--- src/rtl/vrm_pkg.sv ---
package vrm_pkg;
   localparam int unsigned VRM_CW_DEF = 12;

   typedef enum logic {
      REF_HSYNC   = 1'b0,
      REF_FLYBACK = 1'b1
   } ref_src_e;
endpackage

--- src/rtl/vrm_hmeter.sv ---
module vrm_hmeter #(
   parameter int unsigned CW = 12
) (
   input  logic          clk,
   input  logic          rst_n,
   input  logic          href,
   input  logic          act,
   input  logic          fld_end,
   output logic [CW-1:0] o_sw,
   output logic [CW-1:0] o_bp,
   output logic [CW-1:0] o_act,
   output logic [CW-1:0] o_fp
);
   localparam logic [CW-1:0] ALL1 = '1;
   localparam logic [CW-1:0] ONE  = CW'(1);

   function automatic logic [CW-1:0] inc_sat(input logic [CW-1:0] v);
      return (v == ALL1) ? v : v + ONE;
   endfunction

   logic          href_q, seen, any_q;
   logic [CW-1:0] hi_cnt, sw_q, pos, fp_run, min_bp, min_fp, max_last;
   logic          fall, rise, seen_c;
   logic [CW-1:0] pos_c, fpr_c;
   logic [CW:0]   span;

   assign fall   = !href && href_q;
   assign rise   = href && !href_q;
   assign pos_c  = fall ? '0 : pos;
   assign seen_c = fall ? 1'b0 : seen;
   assign fpr_c  = fall ? '0 : fp_run;

   always_ff @(posedge clk) begin
      if (!rst_n) begin
         href_q   <= 1'b0;
         seen     <= 1'b0;
         any_q    <= 1'b0;
         hi_cnt   <= '0;
         sw_q     <= '0;
         pos      <= '0;
         fp_run   <= '0;
         min_bp   <= ALL1;
         min_fp   <= ALL1;
         max_last <= '0;
      end else begin
         href_q <= href;
         if (href) hi_cnt <= href_q ? inc_sat(hi_cnt) : ONE;
         if (fall) sw_q <= hi_cnt;
         if (!href) begin
            pos <= inc_sat(pos_c);
            if (act) begin
               seen   <= 1'b1;
               any_q  <= 1'b1;
               fp_run <= '0;
               if (!seen_c && pos_c < min_bp) min_bp <= pos_c;
               if (pos_c > max_last) max_last <= pos_c;
            end else begin
               seen   <= seen_c;
               fp_run <= inc_sat(fpr_c);
            end
         end
         if (rise && seen && any_q && fp_run < min_fp) min_fp <= fp_run;
         if (fld_end) begin
            min_bp   <= ALL1;
            min_fp   <= ALL1;
            max_last <= '0;
            any_q    <= 1'b0;
         end
      end
   end

   assign span  = {1'b0, max_last} - {1'b0, min_bp} + {{CW{1'b0}}, 1'b1};
   assign o_sw  = sw_q;
   assign o_bp  = min_bp;
   assign o_fp  = min_fp;
   assign o_act = !any_q ? '0 : (span[CW] ? ALL1 : span[CW-1:0]);

   assert_minbp_mono_R3: assert property (@(posedge clk) disable iff (!rst_n)
      !fld_end |=> (min_bp <= $past(min_bp)));
   assert_minfp_mono_R4: assert property (@(posedge clk) disable iff (!rst_n)
      !fld_end |=> (min_fp <= $past(min_fp)));
   assert_no_wrap_R10: assert property (@(posedge clk) disable iff (!rst_n)
      (href && href_q) |=> (hi_cnt >= $past(hi_cnt)));
endmodule

--- src/rtl/vrm_vmeter.sv ---
module vrm_vmeter #(
   parameter int unsigned CW = 12
) (
   input  logic          clk,
   input  logic          rst_n,
   input  logic          vsync,
   input  logic          hsync,
   input  logic          act,
   output logic          o_fld_end,
   output logic [CW-1:0] o_sw,
   output logic [CW-1:0] o_bp,
   output logic [CW-1:0] o_act,
   output logic [CW-1:0] o_fp
);
   localparam logic [CW-1:0] ALL1 = '1;
   localparam logic [CW-1:0] ONE  = CW'(1);

   function automatic logic [CW-1:0] inc_sat(input logic [CW-1:0] v);
      return (v == ALL1) ? v : v + ONE;
   endfunction

   logic          vs_q, hs_q, la, vseen;
   logic [CW-1:0] vcnt, sw_q, vline, vfpr, vfirst, vlast;
   logic          vrise, vfall, hrise, la_c;
   logic [CW-1:0] vline_c, fpr_c;
   logic [CW:0]   span;

   assign vrise   = vsync && !vs_q;
   assign vfall   = !vsync && vs_q;
   assign hrise   = hsync && !hs_q;
   assign vline_c = vfall ? '0 : vline;
   assign fpr_c   = vfall ? '0 : vfpr;
   assign la_c    = (vfall ? 1'b0 : la) | act;

   always_ff @(posedge clk) begin
      if (!rst_n) begin
         vs_q   <= 1'b0;
         hs_q   <= 1'b0;
         la     <= 1'b0;
         vseen  <= 1'b0;
         vcnt   <= '0;
         sw_q   <= '0;
         vline  <= '0;
         vfpr   <= '0;
         vfirst <= '0;
         vlast  <= '0;
      end else begin
         vs_q <= vsync;
         hs_q <= hsync;
         if (vsync) begin
            if (vrise) begin
               vcnt  <= hrise ? ONE : '0;
               vseen <= 1'b0;
            end else if (hrise) begin
               vcnt <= inc_sat(vcnt);
            end
         end else begin
            if (vfall) sw_q <= vcnt;
            if (hrise) begin
               if (la_c) begin
                  if (!vseen) begin
                     vfirst <= vline_c;
                     vseen  <= 1'b1;
                  end
                  vlast <= vline_c;
                  vfpr  <= '0;
               end else begin
                  vfpr <= inc_sat(fpr_c);
               end
               vline <= inc_sat(vline_c);
               la    <= 1'b0;
            end else begin
               la    <= la_c;
               vline <= vline_c;
               vfpr  <= fpr_c;
            end
         end
      end
   end

   assign span      = {1'b0, vlast} - {1'b0, vfirst} + {{CW{1'b0}}, 1'b1};
   assign o_fld_end = vrise;
   assign o_sw      = sw_q;
   assign o_bp      = vseen ? vfirst : ALL1;
   assign o_fp      = vseen ? vfpr : ALL1;
   assign o_act     = !vseen ? '0 : (span[CW] ? ALL1 : span[CW-1:0]);

   assert_line_order_R6: assert property (@(posedge clk) disable iff (!rst_n)
      vseen |-> (vlast >= vfirst));
   assert_sync_count_R2: assert property (@(posedge clk) disable iff (!rst_n)
      (vsync && vs_q && !hrise) |=> (vcnt == $past(vcnt)));
endmodule

--- src/rtl/video_raster_meter.sv ---
module video_raster_meter
   import vrm_pkg::*;
#(
   parameter int unsigned CW  = VRM_CW_DEF,
   parameter int unsigned NCH = 3
) (
   input  logic           clk,
   input  logic           rst_n,
   input  logic           hsync,
   input  logic           vsync,
   input  logic           flyback,
   input  logic [NCH-1:0] det,
   input  logic           ref_sel,
   output logic [CW-1:0]  h_sync_w,
   output logic [CW-1:0]  h_bp,
   output logic [CW-1:0]  h_act,
   output logic [CW-1:0]  h_fp,
   output logic [CW-1:0]  v_sync_w,
   output logic [CW-1:0]  v_bp,
   output logic [CW-1:0]  v_act,
   output logic [CW-1:0]  v_fp,
   output logic           res_valid
);
   if (CW < 2 || CW > 31) begin : g_bad_cw
      $error("video_raster_meter: CW must lie in 2..31");
   end
   if (NCH < 1) begin : g_bad_nch
      $error("video_raster_meter: NCH must be at least 1");
   end

   logic [NCH:0] or_chain;
   assign or_chain[0] = 1'b0;
   for (genvar i = 0; i < NCH; i++) begin : g_or
      assign or_chain[i+1] = or_chain[i] | det[i];
   end

   logic     act, href, fld_end;
   ref_src_e src;
   assign act  = or_chain[NCH];
   assign src  = ref_src_e'(ref_sel);
   assign href = (src == REF_FLYBACK) ? flyback : hsync;

   logic [CW-1:0] hsw_l, hbp_l, hact_l, hfp_l, vsw_l, vbp_l, vact_l, vfp_l;

   vrm_hmeter #(.CW(CW)) u_h (
      .clk(clk), .rst_n(rst_n), .href(href), .act(act), .fld_end(fld_end),
      .o_sw(hsw_l), .o_bp(hbp_l), .o_act(hact_l), .o_fp(hfp_l)
   );

   vrm_vmeter #(.CW(CW)) u_v (
      .clk(clk), .rst_n(rst_n), .vsync(vsync), .hsync(hsync), .act(act),
      .o_fld_end(fld_end),
      .o_sw(vsw_l), .o_bp(vbp_l), .o_act(vact_l), .o_fp(vfp_l)
   );

   always_ff @(posedge clk) begin
      if (!rst_n) begin
         res_valid <= 1'b0;
         h_sync_w  <= '0;
         h_bp      <= '0;
         h_act     <= '0;
         h_fp      <= '0;
         v_sync_w  <= '0;
         v_bp      <= '0;
         v_act     <= '0;
         v_fp      <= '0;
      end else begin
         res_valid <= fld_end;
         if (fld_end) begin
            h_sync_w <= hsw_l;
            h_bp     <= hbp_l;
            h_act    <= hact_l;
            h_fp     <= hfp_l;
            v_sync_w <= vsw_l;
            v_bp     <= vbp_l;
            v_act    <= vact_l;
            v_fp     <= vfp_l;
         end
      end
   end

   assert_single_strobe_R9: assert property (@(posedge clk) disable iff (!rst_n)
      res_valid |=> !res_valid);
   assert_hold_between_R9: assert property (@(posedge clk) disable iff (!rst_n)
      !fld_end |=> $stable(h_bp) && $stable(v_act));
   assert_idle_field_R8: assert property (@(posedge clk) disable iff (!rst_n)
      (res_valid && h_act == '0) |-> (h_bp == '1 && h_fp == '1));
endmodule

--- config.mk ---
export PLATFORM = sky130hd
export DESIGN_NAME = video_raster_meter
export DESIGN_NICKNAME = d
export VERILOG_FILES = /design/src/rtl/vrm_pkg.sv /design/src/rtl/vrm_hmeter.sv /design/src/rtl/vrm_vmeter.sv /design/src/rtl/video_raster_meter.sv
export SDC_FILE = /design/constraint.sdc
export NUM_CORES = 1
export LEC_CHECK = 0
export BUFFER_PORTS_ARGS = -buffer_cell sky130_fd_sc_hd__clkbuf_2
export CORE_MARGIN = 2
export CORE_UTILIZATION = 61
export DETAILED_ROUTE_END_ITERATION = 8
export PLACE_DENSITY = 0.8
export SLEW_MARGIN = 25
export SYNTH_ARGS = -nofsm -noshare
export SYNTH_HDL_FRONTEND = slang
export SYNTH_HIERARCHICAL = 1
export SYNTH_SLANG_ARGS = --single-unit
--- constraint.sdc ---
create_clock -name clk -period 3.3 [get_ports clk]
set_clock_uncertainty 0.05 [all_clocks]
set_input_delay 0.165 -clock clk [delete_from_list [all_inputs] [get_ports clk]]
set_output_delay 0.165 -clock clk [all_outputs]
set_load 0.05 [all_outputs]
Word level (Yosys, flattened, before mapping)
Index checks and enable logic that the tools add are counted.
{"block": "word_totals", "in_bits": 9, "wordCells": 119, "ff_bits": 260, "out_inout_bits": 97}
{"block": "classes", "add_sub_neg": 10, "muxes": 33, "order_cmp": 3, "n_reduce_logical": 28, "bitwise_logic": 7, "n_eq_ne": 9}
{"cell": "12-bit 2-to-1 mux", "n": 23}
{"cell": "12-bit by 1-bit adder with 12-bit output (second input constant)", "n": 6}
{"cell": "12-bit == test (second input constant)", "n": 6}
{"cell": "13-bit by 1-bit adder with 13-bit output (second input constant)", "n": 2}
{"cell": "12-bit by 12-bit subtractor with 13-bit output", "n": 2}
{"cell": "12-bit < comparator", "n": 2}
{"cell": "3-bit AND reduction", "n": 5}
{"cell": "12-bit greater-than comparator", "n": 1}
{"cell": "1-bit 2-to-1 mux", "n": 10}
{"cell": "1-bit logical AND", "n": 9}
{"cell": "1-bit logical NOT", "n": 6}
{"cell": "2-bit AND reduction", "n": 3}
{"cell": "2-bit nonzero test", "n": 3}
{"cell": "2-bit inequality test (second input constant)", "n": 2}
{"cell": "1-bit NOT", "n": 4}
{"cell": "4-bit AND reduction", "n": 1}
{"cell": "1-bit bitwise OR", "n": 3}
{"cell": "2-bit by 1-bit inequality test with 1-bit output (second input constant)", "n": 1}
{"cell": "2-bit OR reduction", "n": 1}

Logic depth before layout (Yosys ltp)
{"block": "depth", "depth_word": 7, "mapped_depth": 15, "depth_no_buf": 14}

Cells and area by module
The synthesis kept the hierarchy.
{"module": "vrm_hmeter", "seq_area_each_um2": 1741.7, "cells_per_inst": 677, "area_each_um2": 5461.5, "n_inst": 1}
{"module": "vrm_vmeter", "seq_area_each_um2": 1521.5, "cells_per_inst": 556, "area_each_um2": 4436.8, "n_inst": 1}
{"module": "video_raster_meter", "seq_area_each_um2": 1941.9, "cells_per_inst": 313, "area_each_um2": 3679.8, "n_inst": 1}

Worst setup path after synthesis
Ideal clock, no wire load.
{"block": "synth_timing", "kind": "input -> register", "from": "in ref_sel", "to": "reg u_h.max_last[0]", "arrival_ps": 2890, "setup_ps": 72, "stages": 14, "required_ps": 3178, "setup_slack_ps": 289, "n_path_buf": 4, "cell_sequence": "mux2_2 nand2b_1 buf_2 buf_2 and2_1 clkbuf_1 ha_1 and4_1 nand4_1 o22a_1 or3_4 a21oi_2 buf_6 mux2i_1"}
{"block": "synth_via", "elab_chain_cells": 6, "elab_cells_between_ends": 7, "classes_between": "order compare (1); mux (2); bitwise (1); reduce/logical (3)"}
{"element": "start, declared", "line_no": "video_raster_meter.sv:13", "text": "input logic ref_sel,"}
{"element": "1-bit 2-to-1 mux", "line_no": "video_raster_meter.sv:41", "text": "assign href = (src == REF_FLYBACK) ? flyback : hsync;"}
{"element": "1-bit logical NOT"}
{"element": "1-bit logical AND", "line_no": "vrm_hmeter.sv:27", "text": "assign fall = !href && href_q;"}
{"element": "12-bit 2-to-1 mux", "line_no": "vrm_hmeter.sv:29", "text": "assign pos_c = fall ? '0 : pos;"}
{"element": "via u_h.pos_c[9]", "line_no": "vrm_hmeter.sv:24", "text": "logic [CW-1:0] pos_c, fpr_c;"}
{"element": "12-bit greater-than comparator", "line_no": "vrm_hmeter.sv:56", "text": "if (pos_c > max_last) max_last <= pos_c;"}
{"element": "3-bit AND reduction (no line)"}
{"element": "end signal, assigned", "line_no": "vrm_hmeter.sv:56"}
{"element": "end, declared", "line_no": "vrm_hmeter.sv:22", "text": "logic [CW-1:0] hi_cnt, sw_q, pos, fp_run, min_bp, min_fp, max_last;"}
The timed path passes the listed nets, and every way through them passes these cells.
A chain may end at the register's enable or synchronous reset.

Worst setup path in the final report
{"block": "layout_timing", "from": "in hsync", "to": "reg u_h.max_last[0]"}
{"block": "layout_via", "elab_chain_cells": 6, "elab_cells_between_ends": 7, "classes_between": "order compare (1); mux (2); bitwise (1); reduce/logical (3)"}
{"element": "start, declared", "line_no": "video_raster_meter.sv:9", "text": "input logic hsync,"}
{"element": "1-bit 2-to-1 mux (*)", "line_no": "video_raster_meter.sv:41"}
{"element": "via href", "line_no": "video_raster_meter.sv:37", "text": "logic act, href, fld_end;"}
{"element": "1-bit logical NOT"}
{"element": "1-bit logical AND", "line_no": "vrm_hmeter.sv:27"}
{"element": "12-bit 2-to-1 mux", "line_no": "vrm_hmeter.sv:29"}
{"element": "12-bit greater-than comparator", "line_no": "vrm_hmeter.sv:56"}
{"element": "3-bit AND reduction (no line)"}
Mark *: on every way through the listed nets, which the timed path passes. The rest lies on a longest branch.

==> reports/summary.txt <==
Status = finished, final reports clean
Fin Setup TNS = 0 ps
Simple-Gate Fraction of Synth Area = 21.6%
Synth Register Bits = 260
Via Count = 11267
DIE WIDTH = 153 um
First-pass GRT wire length = 51900 um
CTS sink cnt = 260
Post-synth top cells = dfxtp_1, nand2_1, mux2i_1, nor2b_1, a21oi_1
PortBufs = 105
CTS max path bufs = 3
Cell Rows = 54
Fill cell count = 1776
Compound-Gate Fraction of Synth Area = 14.3%
Clock power share = 44.9%
Synthesis-to-layout area growth = 12.1%
DR DRC count = 0
Post-Synth Adder-Cell Area = 7.74%
All-layer global routing usage = 25.9%
Die H = 153 um
Worst slew pin tran = 737 ps
Number of flops mapped to enable cells by yosys = 0
Inserted Clock Buffers = 28
Initial DRC Count = 709
Post-CTS setup buffers = 0
Yosys top cell area share = 38.3%
Syn_area_per_cell = 8.78 um^2
Final wirelength = 31300 um
Mapped cell area = 13600 um^2
Initial Utilization = 62.2%
Fin. Hold Viols = 0
CTS root buf = clkbuf_16
Layout cell share with drive strength beyond 1 = 13.0%
CP max FO = 11
Cell taking the most area after synthesis = dfxtp_1
Post-synthesis mux area share = 9.22%
Drt wl/cell = 16.3 um
Clock Pin Slew Worst Setup and Hold Paths = 60 ps
Final period util = 95.3%
Tmin final = 3140 ps
Main combinational cell family by area after synthesis = simple AND/OR/NAND/NOR gates
Register area share after synthesis = 38.3%
Placed cells = 1873
Internal Power = 5490 uW
Synth area leaders = dfxtp_1, mux2i_1, ha_1
Post-synth ARST share = 0%
Switching share of power = 25.3%
Largest net degree at the start of global routing = 64
Final Non-Filler Cells = 1925
Worst setup SP type = input pin
Count leader, synth = dfxtp_1
Unrepaired setup endpoints after global routing = false
Main synth FF type = dfxtp_1
Ys Warns = 6
Relative slew slack = 50.5%
Initial antenna violation count = 0
Power per standard cell area = 483 nW/um^2
CTS tree = yes
Leakage power = 0.00624 uW
Seq pwr share = 44.8%
Vias in the first global route = 10786
Mapped Cells = 1546
Grt total ovfl = 0
Worst-Skew Late Latency = 540 ps
Crit path DAT = 3550 ps
I/O pin cnt = 106
XOR/XNOR Fraction of Synth Area = 3.16%
Critical Path RT = 3710 ps
Min-Delay Path Class = in -> reg
N_diodes = 0
Setup crit end kind = register
Nets = 1715
Post-route ant nets = 0
Comb pwr share = 10.4%
HPWL Detailed = 22100 um
Fmax = 0.318 GHz
Via density = 5.85
Net switching power = 1860 uW
Peak supply drop = 0.430 mV
Synthesized Nets = 1637
Global placer's final weighted congestion = 0.932
H-tree depth = 1
Cell variety after synth = 81
Drt first pass iters = 5
Max Slew Vio Count = 0
Max-Cap Viols = 0
Final setup fails = 0
Core area = 21800 um^2
DIE AREA = 23500 um^2
Crit Path Category = in -> reg
==> stage by stage <==
stage	hold slack [ps]	setup WS, ps	cell area [um^2]	util [%]	power [uW]
5_1_grt	54.6	11.5	15200	69.7	7590
3_5_place_dp	399	219	14200	65.2	4120
6_report	50.4	156	15200	69.7	7350
3_3_place_gp	395	335	14200	65.2	4100
4_1_cts	23.9	182	15200	69.7	7400
2_1_floorplan	237	289	13600	-	3950
==> layout make-up <==
class	count	area (um^2)	area share (%)
multi-input cells	1119	7610	50.0
flip-flops and latches	260	5200	34.2
clock buffers	39	813	5.34
repair buffers	134	761	5.00
well taps	280	350	2.30
inverters	81	307	2.01
clock inverters	12	173	1.13
==> worst paths after layout <==
check,cells after the start,to,slack [ps],from
worst max-delay path,13,u_h/max_last[0],160,hsync
worst min-delay path,3,u_v/la,50,vsync
worst max register to register,14,h_act[11],210,u_h/max_last[1]
worst min register to register,2,u_h/o_sw[2],400,u_h/o_sw[2]
==> layer usage <==
metal | GRT usage, % | wire (um) | vias to the layer above
met2 | 46.0 | 15800 | 249
met3 | 3.77 | 1160 | 83
li1 | - | - | 5575
met5 | 0 | 0 | -
met1 | 31.6 | 13300 | 5360
met4 | 9.79 | 1020 | 0
==> kinds of logic (layout without fill, tap and decap cells) <==
| family | count (synthesis) | after routing |
|---|---|---|
| compound gates | 293 | 293 |
| xor+xnor | 49 | 49 |
| fa+ha+maj | 83 | 83 |
| buf+inv | 167 | 266 |
| flops | 260 | 260 |
| mux | 125 | 125 |
| simple gates | 569 | 569 |
==> layout by cell type (no fill, tap or decap), drive strengths merged, types with 25 or more instances in the layout <==
| cell | netlist | final |
|---|---|---|
| nand2b | 25 | 25 |
| nor2 | 96 | 96 |
| mux2i | 124 | 124 |
| ha | 80 | 80 |
| nor2b | 103 | 103 |
| buf | 37 | 29 |
| xnor2 | 36 | 36 |
| dfxtp | 260 | 260 |
| o21ai | 40 | 40 |
| nand2 | 170 | 170 |
| a21oi | 103 | 103 |
| inv | 81 | 81 |
| o211ai | 29 | 29 |
| clkbuf | 49 | 143 |
| nand3 | 38 | 38 |
| nand4 | 28 | 28 |
==> worst max-delay path, cell delays in order <==
cell and delay (ps):
dlygate4sd3_1 540, clkbuf_2 180, mux2_2 360, nand2b_1 200, and2_1 250, ha_1 320, and4_1 240, nand4_1 130
o22a_1 230, or3_4 350, a21oi_2 140, buf_4 240, mux2i_1 210
==> what timing repair did <==
item	4_1_cts	5_1_grt
hold endpoints to repair	1	0
setup endpoints to repair	0	4
hold buffers	1	0
gates resized for setup	0	2
==> power by group through the flow <==
stage,sequential [uW],combinational (uW),clock [uW]
floorplan,3530,414,0
global placement,3360,744,0
detailed placement,3360,758,0
CTS,3290,764,3350
global route,3300,820,3470
finish,3290,763,3300
Note: power is estimated with default switching activity, not from simulation.
